**src/rtl/frame_seq_pkg.sv**
```systemverilog
package frame_seq_pkg;

  localparam int STEP_W         = 3;
  localparam int CTRL_FIVE_BIT  = 7;
  localparam int CTRL_IRQEN_BIT = 6;

  typedef logic [STEP_W-1:0] step_t;

  typedef enum logic {
    MODE_FOUR = 1'b0,
    MODE_FIVE = 1'b1
  } seq_mode_e;

  // steps 0..3 drive the quarter-frame tick, step 4 is silent
  function automatic logic step_quarter(step_t s);
    return s < step_t'(4);
  endfunction

  // even steps among 0..3 also drive the half-frame tick
  function automatic logic step_half(step_t s);
    return (s < step_t'(4)) && !s[0];
  endfunction

  function automatic step_t step_after(step_t s, seq_mode_e m);
    step_t last;
    last = (m == MODE_FIVE) ? step_t'(4) : step_t'(3);
    return (s >= last) ? step_t'(0) : step_t'(s + step_t'(1));
  endfunction

  function automatic logic step_raises_irq(step_t s, seq_mode_e m);
    return (s == step_t'(0)) && (m == MODE_FOUR);
  endfunction

endpackage

```
**src/rtl/frame_cycle_counter.sv**
```systemverilog
module frame_cycle_counter #(
  parameter int CNT_W = 14
) (
  input  logic             clk,
  input  logic             rst_n,
  input  logic             cpu_en,
  input  logic             clear,
  input  logic [CNT_W-1:0] period,
  output logic             fire,
  output logic [CNT_W-1:0] count
);

  logic [CNT_W-1:0] inc;

  always_comb begin
    inc  = count + CNT_W'(1);
    fire = cpu_en && !clear && (inc > period);
  end

  always_ff @(posedge clk) begin
    if (!rst_n || clear) begin
      count <= '0;
    end else if (cpu_en) begin
      count <= fire ? (inc - period) : inc;
    end
  end

endmodule

```
**src/rtl/frame_step_ctrl.sv**
```systemverilog
module frame_step_ctrl
  import frame_seq_pkg::*;
(
  input  logic      clk,
  input  logic      rst_n,
  input  logic      fire,
  input  logic      wr,
  input  logic      wr_five,
  output step_t     step,
  output seq_mode_e mode,
  output logic      irq_set,
  output logic      quarter_tick,
  output logic      half_tick
);

  logic  exec;
  step_t exec_step;

  always_comb begin
    // a control write overrides any count-driven step in the same cycle
    exec      = wr ? wr_five : fire;
    exec_step = wr ? step_t'(0) : step;
    irq_set   = fire && step_raises_irq(step, mode);
  end

  always_ff @(posedge clk) begin
    if (!rst_n) begin
      step         <= '0;
      mode         <= MODE_FOUR;
      quarter_tick <= 1'b0;
      half_tick    <= 1'b0;
    end else begin
      quarter_tick <= exec && step_quarter(exec_step);
      half_tick    <= exec && step_half(exec_step);
      if (wr) begin
        step <= step_t'(1);
        mode <= wr_five ? MODE_FIVE : MODE_FOUR;
      end else if (fire) begin
        step <= step_after(step, mode);
      end
    end
  end

endmodule

```
**src/rtl/frame_irq_ctrl.sv**
```systemverilog
module frame_irq_ctrl (
  input  logic clk,
  input  logic rst_n,
  input  logic wr,
  input  logic wr_irq_en,
  input  logic rd,
  input  logic irq_set,
  output logic irq_flag
);

  always_ff @(posedge clk) begin
    if (!rst_n) begin
      irq_flag <= 1'b0;
    end else if (irq_set) begin
      irq_flag <= 1'b1;
    end else if ((wr && !wr_irq_en) || rd) begin
      irq_flag <= 1'b0;
    end
  end

endmodule

```
**src/rtl/frame_step_sequencer.sv**
```systemverilog
module frame_step_sequencer
  import frame_seq_pkg::*;
#(
  parameter int NTSC_PERIOD = 7458,
  parameter int PAL_PERIOD  = 8314
) (
  input  logic       clk,
  input  logic       rst_n,
  input  logic       cpu_en,
  input  logic       ctrl_wr,
  input  logic [7:0] ctrl_wdata,
  input  logic       status_rd,
  input  logic       pal_sel,
  output logic       quarter_tick,
  output logic       half_tick,
  output logic       frame_irq
);

  localparam int MAX_PERIOD = (PAL_PERIOD > NTSC_PERIOD) ? PAL_PERIOD : NTSC_PERIOD;
  localparam int CNT_W      = $clog2(MAX_PERIOD + 2);

  logic [CNT_W-1:0] period_sel;
  logic [CNT_W-1:0] cycle_count;
  logic             step_fire;
  logic             irq_set;
  step_t            step_idx;
  seq_mode_e        seq_mode;
  logic             ctrl_unused;

  assign period_sel  = pal_sel ? CNT_W'(PAL_PERIOD) : CNT_W'(NTSC_PERIOD);
  assign ctrl_unused = ^ctrl_wdata[5:0];

  frame_cycle_counter #(
    .CNT_W(CNT_W)
  ) u_counter (
    .clk   (clk),
    .rst_n (rst_n),
    .cpu_en(cpu_en),
    .clear (ctrl_wr),
    .period(period_sel),
    .fire  (step_fire),
    .count (cycle_count)
  );

  frame_step_ctrl u_steps (
    .clk         (clk),
    .rst_n       (rst_n),
    .fire        (step_fire),
    .wr          (ctrl_wr),
    .wr_five     (ctrl_wdata[CTRL_FIVE_BIT]),
    .step        (step_idx),
    .mode        (seq_mode),
    .irq_set     (irq_set),
    .quarter_tick(quarter_tick),
    .half_tick   (half_tick)
  );

  frame_irq_ctrl u_irq (
    .clk      (clk),
    .rst_n    (rst_n),
    .wr       (ctrl_wr),
    .wr_irq_en(ctrl_wdata[CTRL_IRQEN_BIT]),
    .rd       (status_rd),
    .irq_set  (irq_set),
    .irq_flag (frame_irq)
  );

endmodule

```
**config.mk**
```make
export PLATFORM = sky130hd
export DESIGN_NAME = frame_step_sequencer
export DESIGN_NICKNAME = d
export VERILOG_FILES = /design/src/rtl/frame_seq_pkg.sv /design/src/rtl/frame_cycle_counter.sv /design/src/rtl/frame_step_ctrl.sv /design/src/rtl/frame_irq_ctrl.sv /design/src/rtl/frame_step_sequencer.sv
export SDC_FILE = /design/constraint.sdc
export NUM_CORES = 1
export LEC_CHECK = 0
export BUFFER_PORTS_ARGS = -buffer_cell sky130_fd_sc_hd__buf_2
export CORE_MARGIN = 4
export CORE_UTILIZATION = 35
export CTS_BUF_LIST = sky130_fd_sc_hd__clkbuf_16
export DETAILED_ROUTE_END_ITERATION = 7
export HOLD_SLACK_MARGIN = 0.1
export PLACE_DENSITY_LB_ADDON = 0.12
export RECOVER_POWER = 100
export SYNTH_ARGS = -nofsm -noshare
export SYNTH_HDL_FRONTEND = slang
export SYNTH_SLANG_ARGS = --single-unit
export TNS_END_PERCENT = 1
```
**constraint.sdc**
```tcl
create_clock -name clk -period 9.2 [get_ports clk]
set_input_delay 0.46 -clock clk [delete_from_list [all_inputs] [get_ports clk]]
set_output_delay 0.46 -clock clk [all_outputs]
set_load 0.01 [all_outputs]
```
### Yosys cells after proc, flatten, opt, wreduce, memory -nomap -nowiden

Cells that the tools add are included.

* multiplexer cells: 11
* magnitude comparators: 3
* add/sub/neg operators: 3
* reduce and logical (&&, ||, !) cells: 18
* bitwise gates (word level): 2

Operators by type and width (number)
* $mux W14: 2
* $add A14 B1 Y14 const B: 1
* $gt A14 B14 Y1: 1
* $sub A14 B14 Y14: 1
* $mux W3: 3
* $logic_and A1 B1 Y1: 8
* $mux W1: 6
* $logic_not A1 Y1: 4
* $reduce_bool A2 Y1: 2
* $add A3 B1 Y3 const B: 1
* $ge A3 B3 Y1: 1
* $logic_not A3 Y1: 1
* $lt A3 B3 Y1 const B: 1
* $logic_or A1 B1 Y1: 2
* $not A1 Y1: 2
* $reduce_or A2 Y1: 1

* bits of input ports: 14
* register bits after elaboration: 21
* output and inout port bits: 3
* word-level logic and storage cells: 44

### Depth between registers and ports, before layout

Gate-level depths: netlist of run 1.

* depth in word-level cells: 5
* mapped depth: 14

### Modules after synthesis

From an unflattened synthesis of run 1, not the netlist that was laid out.

* cell total of the unflattened synthesis: 259
* area, all modules: 1999.4 µm²

By module, submodules not included
* frame_cycle_counter: cells each 214, seq. area each 280.3 µm², times used 1, area an instance 1599.0 µm²
* frame_step_ctrl: cells each 38, seq. area each 120.1 µm², times used 1, area an instance 347.8 µm²
* frame_irq_ctrl: cells each 4, seq. area each 20.0 µm², times used 1, area an instance 41.3 µm²
* frame_step_sequencer: cells each 3, seq. area each 0.0 µm², times used 1, area an instance 11.3 µm²

### Worst setup path after synthesis of run 1

Ideal clock, no wire load.

* path kind: reg2reg
* start point: reg u_counter.count[0]
* end point: reg u_counter.count[1]
* slack: 5.698 ns
* required time: 9.083 ns
* cell stages (with the launch flop): 14
* path buffers: 1
* library setup time: 0.117 ns
* arrival: 3.385 ns
* clock period less this slack: 3.502 ns
* cell sequence: dfxtp_1 -> ha_1 -> nand2_1 -> nor3_1 -> xnor2_1 -> ha_1 -> inv_1 -> or4_4 -> a2111oi_4 -> a311o_2 -> nor2_2 -> buf_4 -> xnor2_1 -> a22o_1

* longest elaborated chain between the ends: 4

Ends and longest elaborated chain
* start, declared: RTL line frame_cycle_counter.sv:10 `output logic [CNT_W-1:0] count`
* start signal, assigned: RTL line frame_cycle_counter.sv:24 `count <= fire ? (inc - period) : inc;`
* $add A14 B1 Y14 *: RTL line frame_cycle_counter.sv:16 `inc = count + CNT_W'(1);`
* $gt A14 B14 Y1: RTL line frame_cycle_counter.sv:17 `fire = cpu_en && !clear && (inc > period);`
* $logic_and A1 B1 Y1: RTL line frame_cycle_counter.sv:17
* $mux W14 *: RTL line frame_cycle_counter.sv:24

Mark *: on every way between the ends. The rest lies on a longest branch, timed or not.
A chain may end at the register's enable or synchronous reset.

### Worst setup path in the final report of run 1

* start point: reg u_counter.count[0]
* end point: reg u_counter.count[2]

The elaborated chain is that of the path after synthesis.

==> results of run 1 <==
## sequential cells by signal, summed over array words and instances (netlist names)
| name | flops |
|---|---|
| u_counter.count | 14 |
| u_steps.quarter_tick | 1 |
| u_steps.mode | 1 |
| u_irq.irq_flag | 1 |
| u_steps.half_tick | 1 |
| u_steps.step | 3 |
## metal layers
metal / vias to the layer above / share of wire (%) / GRT usage [%]
met2: 48 / 44 / 27.1
met1: 831 / 48 / 21.7
met3: 6 / 6.0 / 2.96
met5: - / 0 / 0
met4: 0 / 1.5 / 4.32
li1: 920 / - / -
## synthesized netlist by cell type (3+ instances only)
cell type,n
inv_1,15
nand4_1,3
a31oi_1,5
a21oi_1,18
ha_1,17
o21ai_0,15
nor2_1,12
nand2_1,27
nor4_1,4
o31ai_1,3
and4_1,3
xnor2_1,17
nand3_1,10
and2_1,3
a21o_1,4
or3_1,5
dfxtp_1,21
nor2b_1,3
nor3_1,7
and3_1,4
nand2b_1,4
clkbuf_1,4
## layout make-up
cell class                 count  area [um^2]  area share (%)
clock buffer                   3         75.1            3.68
inverter                      15         56.3            2.76
multi-input combinational    200         1350            66.2
timing repair buffer          10         45.0            2.21
clock inverter                 1         5.00           0.245
sequential                    21          420            20.6
tap                           70         87.6            4.29
## layout by cell type (no fill, tap or decap), types with 3 or more instances in the layout
cell type / instances
clkbuf_16: 3
and3_1: 4
nor3_1: 7
dfxtp_1: 21
nor2_1: 13
xnor2_1: 17
inv_1: 15
nand4_1: 3
nor4_1: 4
and4_1: 3
ha_1: 17
buf_2: 6
a21o_1: 4
nor2b_1: 3
nand3_1: 10
nand2b_1: 4
a221oi_1: 3
a2111oi_0: 3
clkbuf_1: 4
a31oi_1: 5
o21ai_0: 15
o31ai_1: 3
or3_1: 5
a21oi_1: 18
nand2_1: 27
## through the flow
step / total power [mW] / hold WS [ns]
2_1_floorplan: 0.122 / 0.465
3_3_place_gp: 0.132 / 0.455
3_5_place_dp: 0.132 / 0.455
4_1_cts: 0.228 / 0.386
5_1_grt: 0.236 / 0.395
6_report: 0.225 / 0.384
## kinds of logic after synthesis
group	after synthesis	synth area share (%)
AOI/OAI and AO/OA	71	26.5
xor gates and xnor gates	17	7.79
adders and majority gates	17	11.1
buffers and inverters	23	5.50
DFF	21	22.0
muxes	2	1.05
and+or+nand+nor	93	26.1
## power groups by stage
| stage | sequential (mW) | clock, mW | combinational [mW] |
|---|---|---|---|
| 2_1_floorplan | 0.0969 | 0 | 0.0254 |
| 3_3_place_gp | 0.0972 | 0 | 0.0347 |
| 3_5_place_dp | 0.0972 | 0 | 0.0348 |
| 4_1_cts | 0.0951 | 0.0982 | 0.0349 |
| 5_1_grt | 0.0954 | 0.102 | 0.0385 |
| 6_report | 0.0952 | 0.0957 | 0.0344 |
## path summary, 6_finish.rpt
kind,startpoint,to,slack (ns)
setup / recovery,u_counter.count[0],u_counter.count[2],3.83
hold / removal,status_rd,u_irq.irq_flag,0.38
setup reg to reg,u_counter.count[0],u_counter.count[2],3.83
hold reg to reg,u_irq.irq_flag,u_irq.irq_flag,0.46
==> results.ini, run 1 <==
[worst_setup_path]
crit_family = simple AND/OR/NAND/NOR gates
critPathKind = reg -> reg
max_stage_delay_ns = 0.92
worst_ep_required_time_ns = 9.35
reg2reg_depth = 12
cp_data_arrival_time_ns = 5.53
startpoint_type = flip-flop
worstPathCellList = ha_1 -> nand2_1 -> nor3_1 -> xnor2_1 -> ha_1 -> inv_1 -> or4_4 -> a2111oi_0 -> a221oi_1 -> nor2_1 -> o21ai_0 -> a32o_1
cp_num_cells = 12
cp.buffers_inverters = 1
crit_slowest_cell = nor2_1
end_kind = flip-flop
critPathMaxFanout = 12
crit_top_cell = ha_1

[clock_network]
cts_tree = built
cts_setup_buffers = 0
numCtsBuffers = 3
clk_latency_ns = 0.26
cts_root_buf = clkbuf_16
holdBufCountCts = 0
clk_pin_slew_worst_paths_ns = 0.06
htree_levels = 1
cts_resized = 0
clockBufferDepth = 2
clock-sinks = 21

[timing]
rsz0062_at_grt = false
setup_viol = 0
max_freq_ghz = 0.186
slew_violations = 0
fin_skew_ns = 0.00338
hold_viol = 0
worst_slack_ns = 3.83
period_share_pct = 58.4
max_slew_margin_pct = 29.3
fin_crit_ns = 5.37
tightest_slew_ns = 1.06
tns_ns = 0

[place]
hpwl_mm = 3.80
io_buffer_count = 10
placed_area_um2 = 2000
dpl.cell_count = 316
place_ws_ns = 4.82
gp_congestion = 0.902

[grt]
antenna_found_initial = 0
track_usage_pct = 16.4
grt_max_degree = 18
grt_overflow = 0
grt_pass1_wl_mm = 8.39
grt_pass1_vias = 1675

[die]
rows = 26
dieHeight_um = 81.9
core_region_area_um2 = 5200
die_area_um2 = 6710
die_w_um = 81.9
start_util_pct = 36.7
io_pins = 17

[final_layout]
finalCoreUtilization_pct = 39.2
syn_to_final_growth_pct = 6.81
antennaDiodeCount = 0
stdcell_count = 320
drive_gt1_share_pct = 6.80
final_nets = 282
n_fill_cell = 563
finalInstanceArea_um2 = 2040

[synthesis]
ys.warnings.count = 0
syn_nets = 275
synth_area_leaders = dfxtp_1 (22%), ha_1 (11%), xnor2_1 (7.8%)
synth.top_cell.area_share_pct = 22.0
yosysTopAreaCell = dfxtp_1
seq_area_frac_synth_pct = 22.0
avgSynthCellArea_um2 = 7.83
syn_inst = 244
async_flop_share_pct = 0
synth_edf_count = 0
syn-cell-area_um2 = 1910
synthFlopType = dfxtp_1
ys_types = 54
synth_seq_cells = 21

[pwr]
power.leakage_nw = 0.753
power_frac_seq_pct = 42.3
combPwrFrac_pct = 15.3
p_clk_share_pct = 42.5
power.internal_mw = 0.165
p_switching_mw = 0.0602
power.density_nw_per_um2 = 110
swShare_pct = 26.7
vdd_ir_drop_max_mv = 0.0732

[detailed_routing]
drt-total-wl_mm = 5.08
drt_iter0_drc = 127
via_per_inst = 5.64
route.vias.total = 1805
first_pass_iters = 4
post_drt_wl_per_cell_um = 15.9
drc = 0
ant_nets = 0

[flow_run]
drv_cap = 0

[hold_path]
worstHoldPathCells = 2
holdCritPathClass = in -> reg

[run_status]
status = complete, no violations

Note: power is estimated with default switching activity, not from simulation.
==> inputs of run 2 (changes only) <==
- clock period: 9.2 -> 4.7 ns (I/O delays scaled with it)
==> results.ini, run 2 (same netlist as run 1, synthesis figures left out) <==
[timing]
period_share_pct = 87.0  ; +29 points
slew_violations = 0  ; unchanged
hold-worst-slack_ns = 0.171  ; -0.213 ns
rsz0062_at_grt = false
hold_viol = 0  ; unchanged
tightest_slew_ns = 0.869  ; -0.188 ns
fin_crit_ns = 4.09  ; -1.29 ns
max_freq_ghz = 0.245  ; +31%
max_slew_margin_pct = 42.0  ; +13 points
worst_slack_ns = 0.613  ; -3.21 ns
tns_ns = 0  ; unchanged
fin_skew_ns = 0.00636  ; +0.00298 ns
setup_viol = 0  ; unchanged

[grt]
grt_pass1_vias = 1641  ; -2.0%
grt_pass1_wl_mm = 8.56  ; +2.1%
antenna_found_initial = 0  ; unchanged
grt_overflow = 0  ; unchanged
track_usage_pct = 16.8  ; +0.43 points
grt_max_degree = 18  ; unchanged

[place]
io_buffer_count = 10  ; unchanged
hpwl_mm = 3.86  ; +1.6%
dpl.cell_count = 322  ; +1.9%
placed_area_um2 = 2040  ; +2.3%
place_ws_ns = 0.902  ; -3.92 ns
gp_congestion = 0.849  ; -5.8%

[final_layout]
final_common_cell = nand2_1
stdcell_count = 326  ; +1.9%
reg_top3 = u_counter.count x14, u_steps.step x3
largest_reg_flops = 14  ; unchanged
syn_to_final_growth_pct = 9.82
mostFrequentLayoutCells = nand2_1 (27), dfxtp_1 (21), a21oi_1 (18)
top_register = u_counter.count
final_nets = 288  ; +2.1%
finalInstanceArea_um2 = 2100  ; +2.8%
n_fill_cell = 549  ; -2.5%
drive_gt1_share_pct = 8.20  ; +1.4 points
antennaDiodeCount = 0  ; unchanged

[clock_network]
clock-sinks = 21  ; unchanged
cts_resized = 0  ; unchanged
numCtsBuffers = 3  ; unchanged
clk_pin_slew_worst_paths_ns = 0.07  ; about the same
holdBufCountCts = 0  ; unchanged
cts_root_buf = clkbuf_16
clk_latency_ns = 0.26  ; about the same
cts_setup_buffers = 0  ; unchanged
htree_levels = 1  ; unchanged
cts_tree = built
clockBufferDepth = 2  ; unchanged

[worst_setup_path]
critPathKind = reg -> reg
cp_data_arrival_time_ns = 4.24  ; -1.29 ns
end_kind = flip-flop
startpoint_type = flip-flop
r2r_end = u_counter.count[2]
reg2reg_depth = 14  ; +2
worstPathCellList = ha_1 -> nand2_1 -> nor3_1 -> buf_4 -> nand3_1 -> xnor2_1 -> ha_1 -> and4_1 -> nand2_1 -> a2111oi_4 -> a311o_1 -> nor2_1 -> o21ai_0 -> a32o_1
worst_ep_required_time_ns = 4.86  ; -4.49 ns
regToRegSetupSlack_ns = 0.61  ; -3.21 ns
reg2reg_from = u_counter.count[0]
crit_slowest_cell = nor2_1
max_stage_delay_ns = 0.70  ; -0.22 ns
critPathMaxFanout = 10  ; -2

[detailed_routing]
drc = 0  ; unchanged
drt-total-wl_mm = 5.16  ; +1.8%
first_pass_iters = 4  ; unchanged
ant_nets = 0  ; unchanged
post_drt_wl_per_cell_um = 15.8  ; -0.12%
via_per_inst = 5.54  ; -1.8%
route.vias.total = 1805  ; unchanged
drt_iter0_drc = 121  ; -4.7%

[die]
core_region_area_um2 = 5200  ; unchanged
die_area_um2 = 6710  ; unchanged
io_pins = 17  ; unchanged
rows = 26  ; unchanged
die_w_um = 81.9  ; unchanged
start_util_pct = 36.7  ; unchanged
dieHeight_um = 81.9  ; unchanged

[hold_path]
holdPathEnd = u_irq.irq_flag
worstHoldPathCells = 2  ; unchanged
holdCritPathClass = in -> reg
hold_start = status_rd

[pwr]
vdd_ir_drop_max_mv = 0.140  ; +91%
power.leakage_nw = 0.770  ; +2.3%
power.density_nw_per_um2 = 212  ; +92%

[flow_run]
drv_cap = 0  ; unchanged

[run_status]
status = complete, no violations

## run 2: layout make-up
| class | count | area (um^2) | area share, % |
|---|---|---|---|
| inverter | 15 | 56.3 | 2.68 |
| multi-input combinational | 200 | 1380 | 65.5 |
| timing repair buffer | 16 | 78.8 | 3.76 |
| clock buffer | 3 | 75.1 | 3.58 |
| clock inverter | 1 | 5.00 | 0.239 |
| sequential | 21 | 420 | 20.0 |
| tap | 70 | 87.6 | 4.17 |
## run 2: power breakdown
| part | switching [mW] | internal (mW) |
|---|---|---|
| Clock | 0.0748 | 0.115 |
| Sequential | 0.00407 | 0.182 |
| Combinational | 0.0420 | 0.0271 |
| Total | 0.121 | 0.324 |
## run 2: worst max-delay path, delay by kind of cell (launching register included)
family	cells	cell delay [ns]
AOI/OAI and AO/OA	4	0.99
xor gates and xnor gates	1	0.24
adders and majority gates	2	0.65
buffers and inverters	1	0.19
DFF	1	0.48
and+or+nand+nor	6	1.42
## run 2: per-stage QoR
stage          total power, mW  utilization (%)
2_1_floorplan            0.240                -
3_5_place_dp             0.261             39.3
4_1_cts                  0.451             40.8
6_report                 0.445             40.3
5_1_grt                  0.466             40.3
3_3_place_gp             0.260             39.3
## run 2: how the worst max path moves through the flow
stage / slack, ns / from / cells past startpoint / end
2_1_floorplan: 1.20 / u_counter.count[0] / 13 / u_counter.count[1]
3_3_place_gp: 0.87 / u_counter.count[0] / 14 / u_counter.count[6]
3_5_place_dp: 0.90 / u_counter.count[0] / 14 / u_counter.count[6]
4_1_cts: 0.88 / u_counter.count[0] / 14 / u_counter.count[6]
5_1_grt: 0.32 / u_counter.count[0] / 15 / u_counter.count[4]
6_report: 0.61 / u_counter.count[0] / 14 / u_counter.count[2]
## run 2: metal layers
metal / global-route usage [%] / share of wire, %
met2: 25.4 / 43
met3: 3.07 / 3.7
met4: 3.99 / 1.1
met5: 0 / 0
met1: 24.4 / 52
==> inputs of run 3 (changes only) <==
==> constraint.sdc (replaced) <==
create_clock -name clk -period 3.85 [get_ports clk]
set_input_delay 0.77 -clock clk [delete_from_list [all_inputs] [get_ports clk]]
set_output_delay 0.77 -clock clk [all_outputs]
set_load 0.01 [all_outputs]
==> results.ini, run 3 (same netlist as run 1, synthesis figures left out) <==
[pwr]
power.leakage_nw = 0.824  ; +7.1%
vdd_ir_drop_max_mv = 0.147  ; +5.0%
power.density_nw_per_um2 = 250  ; +18%

[timing]
fin_crit_ns = 3.59  ; -0.492 ns
period_share_pct = 93.4  ; +6.4 points
hold-worst-slack_ns = 0.467  ; +0.296 ns
max_slew_margin_pct = 41.1  ; -0.89 points
setup_viol = 0  ; unchanged
max_freq_ghz = 0.278  ; +14%
hold_viol = 0  ; unchanged
tns_ns = 0  ; unchanged
slew_violations = 0  ; unchanged
fin_skew_ns = 0.00281  ; -0.00355 ns
tightest_slew_ns = 0.882  ; +0.0134 ns
rsz0062_at_grt = false

[place]
gp_congestion = 0.917  ; +7.9%
placed_area_um2 = 2120  ; +3.5%
io_buffer_count = 10  ; unchanged
hpwl_mm = 4.08  ; +5.7%
dpl.cell_count = 330  ; +2.5%

[die]
io_pins = 17  ; unchanged
start_util_pct = 36.7  ; unchanged
die_area_um2 = 6710  ; unchanged
dieHeight_um = 81.9  ; unchanged
die_w_um = 81.9  ; unchanged
core_region_area_um2 = 5200  ; unchanged
rows = 26  ; unchanged

[grt]
grt_max_degree = 18  ; unchanged
antenna_found_initial = 0  ; unchanged
track_usage_pct = 16.9  ; +0.10 points
grt_pass1_wl_mm = 8.69  ; +1.5%
grt_pass1_vias = 1756  ; +7.0%
grt_overflow = 0  ; unchanged

[final_layout]
mostFrequentLayoutCells = nand2_1 (27), dfxtp_1 (21), a21oi_1 (18)
reg_top3 = u_counter.count x14, u_steps.step x3
finalCoreUtilization_pct = 41.9  ; +1.6 points
final_nets = 296  ; +2.8%
top_register = u_counter.count
stdcell_count = 334  ; +2.5%
final_common_cell = nand2_1
syn_to_final_growth_pct = 14.1
n_fill_cell = 565  ; +2.9%
antennaDiodeCount = 0  ; unchanged
largest_reg_flops = 14  ; unchanged
multi_input_area_um2 = 1390  ; +0.73%
finalInstanceArea_um2 = 2180  ; +3.9%
ff_latch_area_um2 = 420  ; unchanged
drive_gt1_share_pct = 12.9  ; +4.7 points

[clock_network]
clk_pin_slew_worst_paths_ns = 0.06  ; about the same
clock-sinks = 21  ; unchanged
cts_tree = built
clockBufferDepth = 2  ; unchanged
numCtsBuffers = 3  ; unchanged
cts_root_buf = clkbuf_16
cts_setup_buffers = 0  ; unchanged
clk_latency_ns = 0.26  ; about the same
holdBufCountCts = 0  ; unchanged
htree_levels = 1  ; unchanged
cts_resized = 0  ; unchanged

[worst_setup_path]
critPathKind = reg -> reg
critPathMaxFanout = 6  ; -4
worst_ep_required_time_ns = 4.01  ; -0.85 ns
end_kind = flip-flop
reg2reg_depth = 15  ; +1
cp_data_arrival_time_ns = 3.76  ; -0.48 ns
startpoint_type = flip-flop

[hold_path]
holdCritPathClass = reg -> reg
worstHoldPathCells = 2  ; unchanged

[detailed_routing]
route.vias.total = 1840  ; +1.9%
drc = 0  ; unchanged
ant_nets = 0  ; unchanged
via_per_inst = 5.51  ; -0.50%
drt-total-wl_mm = 5.26  ; +1.8%
first_pass_iters = 4  ; unchanged
drt_iter0_drc = 109  ; -9.9%
post_drt_wl_per_cell_um = 15.7  ; -0.62%

[flow_run]
drv_cap = 0  ; unchanged

[run_status]
status = complete, no violations

==> run 3: cell count changes in the layout (fill, tap and decap cells not counted), sizes merged <==
cell,previous run,this run
buf,9,16
clkbuf,10,11
==> run 3: final timing paths <==
kind / slack, ns / end / start
setup / recovery: 0.26 / u_counter.count[10] / u_counter.count[1]
hold / removal: 0.47 / u_irq.irq_flag / u_irq.irq_flag
setup reg to reg: 0.26 / u_counter.count[10] / u_counter.count[1]
hold reg to reg: 0.47 / u_irq.irq_flag / u_irq.irq_flag
==> run 3: area by class of cell <==
cell class                 count  share of cell area [%]
timing repair buffer          24                    6.94
clock inverter                 1                   0.229
multi-input combinational    200                    63.5
clock buffer                   3                    3.44
sequential                    21                    19.3
inverter                      15                    2.58
tap                           70                    4.02
==> run 3: critical path, stage by stage, from the launching register on <==
cell       delay [ns]
dfxtp_1          0.42
ha_1             0.21
nand2_1          0.06
nor3_1           0.13
buf_4            0.19
xnor2_1          0.07
ha_1             0.33
inv_1            0.05
or4_4            0.55
a2111oi_4        0.49
a311oi_1         0.15
clkbuf_2         0.18
nand2_1          0.12
clkbuf_1         0.21
nand2_1          0.08
a311oi_1         0.26
==> run 3: through the flow <==
stage | worst slack [ns] | power (mW)
2_1_floorplan | 0.348 | 0.292
3_3_place_gp | 0.244 | 0.319
3_5_place_dp | 0.217 | 0.320
4_1_cts | 0.235 | 0.551
5_1_grt | 0.0169 | 0.570
6_report | 0.255 | 0.545
==> run 3: power by group <==
| group | total (mW) | leakage [nW] | internal [mW] | switching (mW) |
|---|---|---|---|---|
| sequential | 0.226 | 0.171 | 0.222 | 0.00403 |
| combinational | 0.0874 | 0.613 | 0.0354 | 0.0521 |
| clock | 0.231 | 0.0409 | 0.140 | 0.0909 |
==> run 3: layer usage <==
metal  wire (um)  share of wire [%]  GRT usage [%]  vias to the layer above
li1            -                  -              -                      949
met1        2690                 51           23.1                      856
met2        2310                 44           27.5                       28
met3         200                3.8           2.52                        7
met4          59                1.1           4.49                        0
met5           0                  0              0                        -
